[config.mk]
export PLATFORM = sky130hd
export DESIGN_NAME = sram_pattern_tester
export DESIGN_NICKNAME = d
export VERILOG_FILES = /design/src/rtl/srpt_pkg.sv /design/src/rtl/srpt_sequencer.sv /design/src/rtl/srpt_checker.sv /design/src/rtl/sram_pattern_tester.sv
export SDC_FILE = /design/constraint.sdc
export NUM_CORES = 1
export LEC_CHECK = 0
export BUFFER_PORTS_ARGS = -buffer_cell sky130_fd_sc_hd__buf_2
export CORE_MARGIN = 4
export CORE_UTILIZATION = 35
export DETAILED_ROUTE_END_ITERATION = 12
export PLACE_DENSITY = 0.64
export SYNTH_ARGS = -nofsm -noshare
export SYNTH_HDL_FRONTEND = slang
export SYNTH_SLANG_ARGS = --single-unit
[constraint.sdc]
create_clock -name clk -period 4.7 [get_ports clk]
set_clock_uncertainty 0.1 [all_clocks]
set_input_delay 0.47 -clock clk [delete_from_list [all_inputs] [get_ports clk]]
set_output_delay 0.47 -clock clk [all_outputs]
set_load 0.05 [all_outputs]
[src/rtl/srpt_pkg.sv]
package srpt_pkg;
   localparam int PAT_COUNT = 7;
   localparam int PAT_IDX_W = 3;

   typedef enum logic [2:0] {
      ST_IDLE,
      ST_WRITE,
      ST_READ,
      ST_CHECK,
      ST_NEXT_PAT,
      ST_NEXT_RUN,
      ST_DONE
   } seq_state_e;
endpackage

[src/rtl/srpt_sequencer.sv]
module srpt_sequencer
   import srpt_pkg::*;
#(
   parameter int ADDR_W         = 9,
   parameter int DATA_W         = 32,
   parameter int BASE_ADDR      = 0,
   parameter int WIN_DEPTH      = 16,
   parameter int READS_PER_WORD = 2,
   parameter int NUM_RUNS       = 3,
   localparam int RUN_W         = (NUM_RUNS > 1) ? $clog2(NUM_RUNS) : 1
) (
   input  logic                 clk,
   input  logic                 rst_n,
   input  logic                 start_i,
   output logic                 mem_ce_o,
   output logic                 mem_we_o,
   output logic [ADDR_W-1:0]    mem_addr_o,
   output logic [DATA_W-1:0]    mem_wdata_o,
   output logic                 busy_o,
   output logic                 done_o,
   output logic                 clr_o,
   output logic                 chk_valid_o,
   output logic [DATA_W-1:0]    exp_o,
   output logic [PAT_IDX_W-1:0] pat_o,
   output logic [RUN_W-1:0]     run_o
);
   localparam int WIN_W = (WIN_DEPTH > 1) ? $clog2(WIN_DEPTH) : 1;
   localparam int REP_W = (READS_PER_WORD > 1) ? $clog2(READS_PER_WORD) : 1;
   localparam logic [WIN_W-1:0]     LAST_WORD = WIN_W'(WIN_DEPTH - 1);
   localparam logic [REP_W-1:0]     LAST_REP  = REP_W'(READS_PER_WORD - 1);
   localparam logic [RUN_W-1:0]     LAST_RUN  = RUN_W'(NUM_RUNS - 1);
   localparam logic [PAT_IDX_W-1:0] LAST_PAT  = PAT_IDX_W'(PAT_COUNT - 1);
   localparam logic [ADDR_W-1:0]    WIN_LO    = ADDR_W'(BASE_ADDR);
   localparam logic [ADDR_W-1:0]    WIN_HI    = ADDR_W'(BASE_ADDR + WIN_DEPTH - 1);

   seq_state_e           state_q;
   logic [WIN_W-1:0]     word_q;
   logic [REP_W-1:0]     rep_q;
   logic [PAT_IDX_W-1:0] pat_q;
   logic [RUN_W-1:0]     run_q;

   // Indices 0..4 are stripes of width 1,2,4,8,16 with the low stripe set;
   // index 5 is all ones, anything above is all zeros.
   function automatic logic [DATA_W-1:0] background(input logic [PAT_IDX_W-1:0] idx);
      logic [DATA_W-1:0] w;
      w = '0;
      if (idx == PAT_IDX_W'(5)) begin
         w = '1;
      end else if (idx < PAT_IDX_W'(5)) begin
         for (int i = 0; i < DATA_W; i++) begin
            w[i] = (((i >> idx) & 1) == 0);
         end
      end
      return w;
   endfunction

   always_ff @(posedge clk or negedge rst_n) begin
      if (!rst_n) begin
         state_q <= ST_IDLE;
         word_q  <= '0;
         rep_q   <= '0;
         pat_q   <= '0;
         run_q   <= '0;
      end else begin
         unique case (state_q)
            ST_IDLE: begin
               if (start_i) begin
                  state_q <= ST_WRITE;
                  word_q  <= '0;
                  rep_q   <= '0;
                  pat_q   <= '0;
                  run_q   <= '0;
               end
            end
            ST_WRITE: begin
               if (word_q == LAST_WORD) begin
                  word_q  <= '0;
                  state_q <= ST_READ;
               end else begin
                  word_q <= word_q + 1'b1;
               end
            end
            ST_READ: state_q <= ST_CHECK;
            ST_CHECK: begin
               state_q <= ST_READ;
               if (rep_q == LAST_REP) begin
                  rep_q <= '0;
                  if (word_q == LAST_WORD) begin
                     word_q  <= '0;
                     state_q <= ST_NEXT_PAT;
                  end else begin
                     word_q <= word_q + 1'b1;
                  end
               end else begin
                  rep_q <= rep_q + 1'b1;
               end
            end
            ST_NEXT_PAT: begin
               if (pat_q == LAST_PAT) begin
                  pat_q   <= '0;
                  state_q <= ST_NEXT_RUN;
               end else begin
                  pat_q   <= pat_q + 1'b1;
                  state_q <= ST_WRITE;
               end
            end
            ST_NEXT_RUN: begin
               if (run_q == LAST_RUN) begin
                  state_q <= ST_DONE;
               end else begin
                  run_q   <= run_q + 1'b1;
                  state_q <= ST_WRITE;
               end
            end
            ST_DONE: state_q <= ST_IDLE;
            default: state_q <= ST_IDLE;
         endcase
      end
   end

   assign mem_ce_o    = (state_q == ST_WRITE) || (state_q == ST_READ);
   assign mem_we_o    = (state_q == ST_WRITE);
   assign mem_addr_o  = WIN_LO + ADDR_W'(word_q);
   assign exp_o       = background(pat_q);
   assign mem_wdata_o = exp_o;
   assign busy_o      = (state_q != ST_IDLE);
   assign done_o      = (state_q == ST_DONE);
   assign clr_o       = start_i && (state_q == ST_IDLE);
   assign chk_valid_o = (state_q == ST_CHECK);
   assign pat_o       = pat_q;
   assign run_o       = run_q;

   AST_ADDR_IN_WINDOW: assert property (@(posedge clk) disable iff (!rst_n)
      mem_ce_o |-> (mem_addr_o >= WIN_LO) && (mem_addr_o <= WIN_HI));
   AST_CHECK_AFTER_READ: assert property (@(posedge clk) disable iff (!rst_n)
      (state_q == ST_CHECK) |-> $past(mem_ce_o && !mem_we_o));
   AST_DONE_SINGLE: assert property (@(posedge clk) disable iff (!rst_n)
      done_o |=> !done_o);
   AST_RUN_HELD: assert property (@(posedge clk) disable iff (!rst_n)
      (state_q != ST_NEXT_RUN) && !clr_o |=> $stable(run_q));
   AST_PAT_RANGE: assert property (@(posedge clk) disable iff (!rst_n)
      pat_q <= LAST_PAT);
endmodule

[src/rtl/srpt_checker.sv]
module srpt_checker
   import srpt_pkg::*;
#(
   parameter int ADDR_W   = 9,
   parameter int DATA_W   = 32,
   parameter int NUM_RUNS = 3,
   parameter int CNT_W    = 16,
   localparam int RUN_W   = (NUM_RUNS > 1) ? $clog2(NUM_RUNS) : 1
) (
   input  logic                      clk,
   input  logic                      rst_n,
   input  logic                      clr_i,
   input  logic                      chk_valid_i,
   input  logic [DATA_W-1:0]         exp_i,
   input  logic [DATA_W-1:0]         rdata_i,
   input  logic [ADDR_W-1:0]         addr_i,
   input  logic [PAT_IDX_W-1:0]      pat_i,
   input  logic [RUN_W-1:0]          run_i,
   output logic [NUM_RUNS*CNT_W-1:0] err_cnt_o,
   output logic                      fail_o,
   output logic                      first_valid_o,
   output logic [ADDR_W-1:0]         first_addr_o,
   output logic [PAT_IDX_W-1:0]      first_pat_o,
   output logic [RUN_W-1:0]          first_run_o,
   output logic [DATA_W-1:0]         first_data_o
);
   localparam logic [CNT_W-1:0] CNT_MAX = '1;

   logic miss;
   assign miss = chk_valid_i && (rdata_i != exp_i);

   for (genvar r = 0; r < NUM_RUNS; r++) begin : g_run_cnt
      logic [CNT_W-1:0] cnt_q;
      always_ff @(posedge clk or negedge rst_n) begin
         if (!rst_n) begin
            cnt_q <= '0;
         end else if (clr_i) begin
            cnt_q <= '0;
         end else if (miss && (run_i == RUN_W'(r)) && (cnt_q != CNT_MAX)) begin
            cnt_q <= cnt_q + 1'b1;
         end
      end
      assign err_cnt_o[r*CNT_W +: CNT_W] = cnt_q;
   end

   always_ff @(posedge clk or negedge rst_n) begin
      if (!rst_n) begin
         fail_o        <= 1'b0;
         first_valid_o <= 1'b0;
         first_addr_o  <= '0;
         first_pat_o   <= '0;
         first_run_o   <= '0;
         first_data_o  <= '0;
      end else if (clr_i) begin
         fail_o        <= 1'b0;
         first_valid_o <= 1'b0;
      end else if (miss) begin
         fail_o <= 1'b1;
         if (!first_valid_o) begin
            first_valid_o <= 1'b1;
            first_addr_o  <= addr_i;
            first_pat_o   <= pat_i;
            first_run_o   <= run_i;
            first_data_o  <= rdata_i;
         end
      end
   end

   AST_FAIL_STICKY: assert property (@(posedge clk) disable iff (!rst_n)
      fail_o && !clr_i |=> fail_o);
   AST_FAIL_MATCHES_COUNT: assert property (@(posedge clk) disable iff (!rst_n)
      fail_o == (err_cnt_o != '0));
   AST_MISS_SETS_FAIL: assert property (@(posedge clk) disable iff (!rst_n)
      miss && !clr_i |=> fail_o);
   AST_FIRST_HELD: assert property (@(posedge clk) disable iff (!rst_n)
      first_valid_o && !clr_i |=> first_valid_o && $stable(first_addr_o)
                                  && $stable(first_pat_o) && $stable(first_run_o)
                                  && $stable(first_data_o));
endmodule

[src/rtl/sram_pattern_tester.sv]
module sram_pattern_tester
   import srpt_pkg::*;
#(
   parameter int ADDR_W         = 9,
   parameter int DATA_W         = 32,
   parameter int BASE_ADDR      = 0,
   parameter int WIN_DEPTH      = 16,
   parameter int READS_PER_WORD = 2,
   parameter int NUM_RUNS       = 3,
   parameter int CNT_W          = 16,
   localparam int RUN_W         = (NUM_RUNS > 1) ? $clog2(NUM_RUNS) : 1
) (
   input  logic                      clk,
   input  logic                      rst_n,
   input  logic                      start_i,
   output logic                      mem_ce_o,
   output logic                      mem_we_o,
   output logic [ADDR_W-1:0]         mem_addr_o,
   output logic [DATA_W-1:0]         mem_wdata_o,
   input  logic [DATA_W-1:0]         mem_rdata_i,
   output logic                      busy_o,
   output logic                      done_o,
   output logic                      fail_o,
   output logic [NUM_RUNS*CNT_W-1:0] err_cnt_o,
   output logic                      first_valid_o,
   output logic [ADDR_W-1:0]         first_addr_o,
   output logic [PAT_IDX_W-1:0]      first_pat_o,
   output logic [RUN_W-1:0]          first_run_o,
   output logic [DATA_W-1:0]         first_data_o
);
   initial begin
      AST_WINDOW_FITS: assert (BASE_ADDR >= 0 && BASE_ADDR + WIN_DEPTH <= (1 << ADDR_W))
         else $error("test window passes the last address");
      AST_PARAMS_SANE: assert (WIN_DEPTH >= 2 && READS_PER_WORD >= 1 && NUM_RUNS >= 1
                               && CNT_W >= 1 && DATA_W >= 32)
         else $error("illegal sequencer parameters");
   end

   logic                 clr;
   logic                 chk_valid;
   logic [DATA_W-1:0]    exp_word;
   logic [PAT_IDX_W-1:0] cur_pat;
   logic [RUN_W-1:0]     cur_run;

   srpt_sequencer #(
      .ADDR_W(ADDR_W), .DATA_W(DATA_W), .BASE_ADDR(BASE_ADDR),
      .WIN_DEPTH(WIN_DEPTH), .READS_PER_WORD(READS_PER_WORD), .NUM_RUNS(NUM_RUNS)
   ) u_seq (
      .clk(clk), .rst_n(rst_n), .start_i(start_i),
      .mem_ce_o(mem_ce_o), .mem_we_o(mem_we_o), .mem_addr_o(mem_addr_o),
      .mem_wdata_o(mem_wdata_o), .busy_o(busy_o), .done_o(done_o), .clr_o(clr),
      .chk_valid_o(chk_valid), .exp_o(exp_word), .pat_o(cur_pat), .run_o(cur_run)
   );

   srpt_checker #(
      .ADDR_W(ADDR_W), .DATA_W(DATA_W), .NUM_RUNS(NUM_RUNS), .CNT_W(CNT_W)
   ) u_chk (
      .clk(clk), .rst_n(rst_n), .clr_i(clr), .chk_valid_i(chk_valid),
      .exp_i(exp_word), .rdata_i(mem_rdata_i), .addr_i(mem_addr_o),
      .pat_i(cur_pat), .run_i(cur_run), .err_cnt_o(err_cnt_o), .fail_o(fail_o),
      .first_valid_o(first_valid_o), .first_addr_o(first_addr_o),
      .first_pat_o(first_pat_o), .first_run_o(first_run_o), .first_data_o(first_data_o)
   );
endmodule

After elaboration in Yosys (flattened, before gate mapping)
Index checks and enable logic that the tools add are counted.
- memories kept: 0
- bits in latches: 0
- register bits after elaboration: 103
- output and inout bits: 141
- bits of input ports: 35
- logic and storage cells: 162
- bits in read-only memories: 0
- bits in writable memories: 0
- multiplexer cells: 30
- magnitude comparators: 1
- div/mod/pow operators: 0
- $add $sub $neg: 7
- $mul: 0
- shift-type cells: 32
- equal/unequal tests: 19
- reduce and logical (&&, ||, !) cells: 58
- bitwise gates (word level): 2
- operators by type and width (operator ; count):
    32-bit zero test ; 32
    16-bit 2-to-1 mux ; 6
    5-bit by 3-bit >> shifter with 1-bit output, first input constant ; 16
    32-bit 2-to-1 mux ; 2
    16-bit by 1-bit adder with 16-bit output, second input constant ; 3
    16-bit inequality test, second input constant ; 3
    32-bit inequality test ; 1
    4-bit by 3-bit >> shifter with 1-bit output, first input constant ; 8
    3-bit 2-to-1 mux ; 8
    3-bit case mux with 6 select lines ; 1
    3-bit == test, second input constant ; 5
    2-bit nonzero test ; 7
    4-bit 2-to-1 mux ; 3
    4-bit case mux with 3 select lines ; 1
    3-bit by 3-bit >> shifter with 1-bit output, first input constant ; 4
    3-bit AND reduction ; 3
    1-bit logical AND ; 8
    3-bit by 2-bit == test with 1-bit output, second input constant ; 2
    2-bit inequality test, second input constant ; 3
    3-bit case mux with 2 select lines ; 1
    2-bit AND reduction ; 3
    3-bit nonzero test ; 2
    1-bit by 3-bit >> shifter with 1-bit output, first input constant ; 2
    2-bit by 3-bit >> shifter with 1-bit output, first input constant ; 2
    18 further kinds ; 23

Depth between registers and ports, before layout
- word-level depth: 10
- depth in mapped cells: 16
- depth with buffers taken out: 11

Hierarchy
A second synthesis with hierarchy kept.
- cell total of the unflattened synthesis: 630
- area, all modules: 6286.0 sq um
- by module, submodules not included (module ; cells each ; area an instance (sq um) ; instances):
    srpt_checker ; 433 ; 4725.8 ; 1
    srpt_sequencer ; 197 ; 1560.2 ; 1

Worst setup path before layout
No wires, ideal clock.
- path type: reg-to-reg
- from: register u_seq.pat_q[0], in the netlist u_seq.pat_o[0]
- to: register u_chk.first_addr_o[0]
- arrival time: 4032 ps
- slack: 443 ps
- period minus slack after synthesis: 4257 ps
- cell stages (with the launch flop): 16
- data required time: 4475 ps
- path through: dfrtp_1 > buf_2 > buf_6 > buf_2 > inv_1 > ha_1 > inv_1 > ha_1 > o21ai_0 > xor2_1 > nor4_1 > nand4_2 > o21ai_2 > nor2_2 > buf_6 > mux2_4
- longest elaborated chain between the ends: 7
- elaborated cells between the ends (all ways): 71
- classes of those cells: order compare: 1; eq/ne: 2; shift: 32; mux: 2; reduce/logical: 34
- ends and longest elaborated chain (element ; RTL line ; RTL):
    from (decl) ; srpt_sequencer.sv:39 ; logic [PAT_IDX_W-1:0] pat_q;
    from (signal assigned) ; srpt_sequencer.sv:103 ; pat_q <= pat_q + 1'b1;
    4-bit by 3-bit >> shifter with 1-bit output ; srpt_sequencer.sv:51 ; w[i] = (((i >> idx) & 1) == 0);
    32-bit zero test ; srpt_sequencer.sv:51 ;
    32-bit 2-to-1 mux ; srpt_sequencer.sv:49 ; end else if (idx < PAT_IDX_W'(5)) begin
    32-bit 2-to-1 mux * ; srpt_sequencer.sv:47 ; if (idx == PAT_IDX_W'(5)) begin
    via mem_wdata_o[14] ; sram_pattern_tester.sv:19 ; output logic [DATA_W-1:0] mem_wdata_o,
    32-bit inequality test * ; srpt_checker.sv:30 ; assign miss = chk_valid_i && (rdata_i != exp_i);
    1-bit logical AND * ; srpt_checker.sv:30 ;
    3-bit AND reduction (no line) * ; - ;
    to (signal assigned) ; srpt_checker.sv:61 ; first_addr_o <= addr_i;
    to (decl) ; srpt_checker.sv:22 ; output logic [ADDR_W-1:0] first_addr_o,
Mark *: on every way through the listed nets, which the timed path passes. The rest lies on a longest branch.
A chain may end at the register's enable or synchronous reset.

Worst setup path in the final report
- from: register u_seq.pat_q[1], in the netlist u_seq.pat_o[1]
- to: register u_chk.g_run_cnt[2].cnt_q[5]
- longest elaborated chain between the ends: 9
- elaborated cells between the ends (all ways): 73
- classes of those cells: order compare: 1; eq/ne: 2; shift: 32; mux: 2; reduce/logical: 36
- ends and longest elaborated chain (element ; RTL line ; RTL):
    4-bit by 3-bit >> shifter with 1-bit output (tied with other cells) ; srpt_sequencer.sv:51 ;
    32-bit zero test ; srpt_sequencer.sv:51 ;
    32-bit 2-to-1 mux ; srpt_sequencer.sv:49 ;
    32-bit 2-to-1 mux * ; srpt_sequencer.sv:47 ;
    32-bit inequality test * ; srpt_checker.sv:30 ;
    1-bit logical AND * ; srpt_checker.sv:30 ;
    1-bit logical AND * (2 in a row) ; srpt_checker.sv:39 ; end else if (miss && (run_i == RUN_W'(r)) && (cnt_q != CNT_MAX)) begin
    2-bit nonzero test (no line) * ; - ;
    to (signal assigned) ; srpt_checker.sv:40 ; cnt_q <= cnt_q + 1'b1;
    to (decl) ; srpt_checker.sv:33 ; logic [CNT_W-1:0] cnt_q;
Mark *: on every way between the ends. The rest lies on a longest branch, timed or not.

==> metrics.txt <==
Final ANT Viol Nets=0; Final TNS setup=0 ns; Avg Synthesized Cell Area=9.681 um2; pwr dens=526.6 nW/um2; DP HPWL=13.25 mm; cells after synthesis=667; Async SR Flop Fraction=100.0%; Routed WL=18.31 mm; CP cell instances=inv_2 -> ha_1 -> nand2b_1 -> a2bb2oi_1 -> xor2_1 -> a2111oi_2 -> nand4_2 -> o211ai_2 -> buf_4 -> a211oi_1 -> a31o_2; critical path required time=4.84 ns; Clock transition at path regs=0.07 ns; Max Cap Viol=0; maximum vdd drop=0.0003999 V; GPL Wtd Cong=0.9205; Die Ht=143.8 um; Synth Flop Type=dfrtp_1; via count=5674; Ys Warns=0; Core Region=18020 um2; Hold Path Class=primary input to asynchronous set/reset pin; crit-path max cell delay=0.61 ns; total power draw=4.028 mW; library cells used by synthesis=70; clk root buf=clkbuf_16; CTS resizes=0; DP Worst Slack=0.6100 ns; P&R area growth vs syn=18.47%; arrival time worst endpoint=4.25 ns; H-tree depth=3; first-pass GRT wire length=28.31 mm; CTS tree=yes; Setup crit start kind=flip-flop; GRT Resource Usage Total=17.10%; CTS sink cnt=103; layout cell share with drive strength beyond 1=31.57%; Initial Util=35.83%; fmax=243.0 MHz; count of state elements after synthesis=103; Post-CTS Hold Fix Bufs=0; TritonRoute pass-1 iters=5; final setup violation count=0; placed instance area=7363 um2; final hold vios=0; unrepaired setup endpoints after global routing=false; mapped cell area=6457 um2; Setup Fix Bufs, Post-CTS=0; Final Instance Area=7650 um2; Setup WS post-layout=0.5842 ns; NumNets Final=860; Residual DRC=0; port bufs=165; fin crit period=4.116 ns; crit share post-route=87.57%; Worst-Margin Slew=0.9899 ns; commonest cells after routing, fill and taps aside=164 x buf_2, 103 x dfrtp_1, 62 x nand2_1; register area share after synthesis=39.91%; leakage power=3.578 nW; EDFF count, synth=0; Crit path max-delay family=compound AO/OA/AOI/OAI gates; WHS=0.1477 ns; CP Buf/Inv Count=2; wire per inst=17.55 um; Crit Path Class=flip-flop to flip-flop; Slew HR=33.85%; largest net degree at the start of global routing=72; initial antenna violation count=0; vias in the first global route=5299; Final Max Tran Viols=0; Overflow after GRT=0; initial drt markers=302; worst skew pair latency=0.35 ns; num rows=49; status=finished clean; most common cell after layout, fill and taps aside=buf_2; crit-path max FO=16; Critical Path Sink Type=flip-flop; Slowest cell on crit path=o211ai_2; num ports=176; cts bufs inserted=9; worst-case clock buffer depth=2; die area=20690 um2; vias per cell=5.440; diode count=0; Die X=143.8 um
## cell type report
| cell class | instances | area (um2) |
|---|---|---|
| Clock buffer | 12 | 256.5 |
| Clock inverter | 4 | 30.03 |
| Fill cell | 1812 | 10380 |
| Inverter | 22 | 82.58 |
| Multi-Input combinational cell | 499 | 3521 |
| Sequential cell | 103 | 2577 |
| Tap cell | 229 | 286.5 |
| Timing Repair Buffer | 174 | 895.9 |
## state kept, by name, indices dropped and copies added (netlist names)
name / count
u_chk.g_run_cnt.cnt_q: 48
u_chk.first_data_o: 32
u_chk.first_addr_o: 4
u_seq.word_q: 4
u_chk.first_pat_o: 3
u_seq.pat_o: 3
u_seq.state_q: 3
u_chk.first_run_o: 2
u_seq.run_o: 2
u_chk.fail_o: 1
u_seq.rep_q: 1
## final timing paths
check                                             from                     endpoint  slack, ns  depth (start not counted)
worst max register to register          u_seq.pat_o[1]  u_chk.g_run_cnt[2].cnt_q[5]       0.58                         11
min in group clk                       mem_rdata_i[23]       u_chk.first_data_o[23]       0.27                          2
max in group asynchronous                        rst_n        u_chk.first_addr_o[2]       3.38                          2
worst min register to register  u_chk.first_data_o[11]       u_chk.first_data_o[11]       0.41                          1
worst max-delay path                    u_seq.pat_o[1]  u_chk.g_run_cnt[2].cnt_q[5]       0.58                         11
worst min-delay path                             rst_n        u_chk.first_data_o[3]       0.15                          1
## cells in the mapped netlist (3+ instances only)
cell        n  share of area, %
dfrtp_1   103                40
nand2_1    62               3.6
a21oi_1    41               3.2
mux2_4     40               9.3
o21ai_0    31               2.4
nand3_1    29               2.2
nor2_1     29               1.7
o31ai_1    28               3.3
or4_1      23               2.7
buf_4      20               2.3
clkbuf_1   20               1.2
inv_1      20               1.2
nand2b_1   17               1.6
ha_1       16               3.1
and3_1     13               1.3
nor3_1     11              0.85
mux2i_1    10               1.6
xor2_1     10               1.4
a211oi_1    9               1.0
and2_1      8              0.78
o211ai_1    8              0.93
or3_1       8              0.78
xnor2_1     7              0.95
a31o_1      6              0.81
buf_6       6               1.0
or2_2       6              0.58
buf_2       5              0.39
nand4_1     5              0.48
nor3b_1     5              0.58
a21o_1      4              0.47
a31o_2      4              0.54
nor2b_1     4              0.39
o21a_1      4              0.47
o21ai_1     4              0.31
o22ai_1     4              0.39
a31oi_1     3              0.29
## layer usage
layer	track usage [%]	up-vias	part of all wire, %
met5	0	-	0
met4	4.708	0	1.3
met3	4.160	20	7.6
met2	26.90	204	46
met1	23.54	2747	46
li1	-	2703	-
## worst reg2reg max path, stage by stage, from the launching register on
cell       delay, ns
dfrtp_1         0.39
inv_2           0.17
ha_1            0.52
nand2b_1        0.39
a2bb2oi_1       0.39
xor2_1          0.13
a2111oi_2       0.44
nand4_2         0.29
o211ai_2        0.61
buf_4           0.27
a211oi_1        0.05
a31o_2          0.24
## per-stage QoR
step                      std cells  util, %
final                          1043    42.44
after floorplan                 676        -
after global placement         1027    40.85
after detailed placement       1027    40.85
after global routing           1043    42.44
after CTS                      1043    42.44
## power breakdown
part	total (mW)	switching (mW)	internal, mW
clock network	0.738	0.348	0.390
registers	1.28	0.172	1.11
logic	2.01	1.43	0.582
total	4.03	1.95	2.08
## logic make-up after synthesis
family | Yosys count | synth area share, %
other cells | 1 | 0.05807
buf+inv | 74 | 6.278
compound gates | 168 | 17.44
fa+ha+maj | 16 | 3.100
flops | 103 | 39.91
simple gates | 236 | 19.71
xor+xnor | 17 | 2.306
mux | 52 | 11.20
Power figures use the tool's default switching activity.
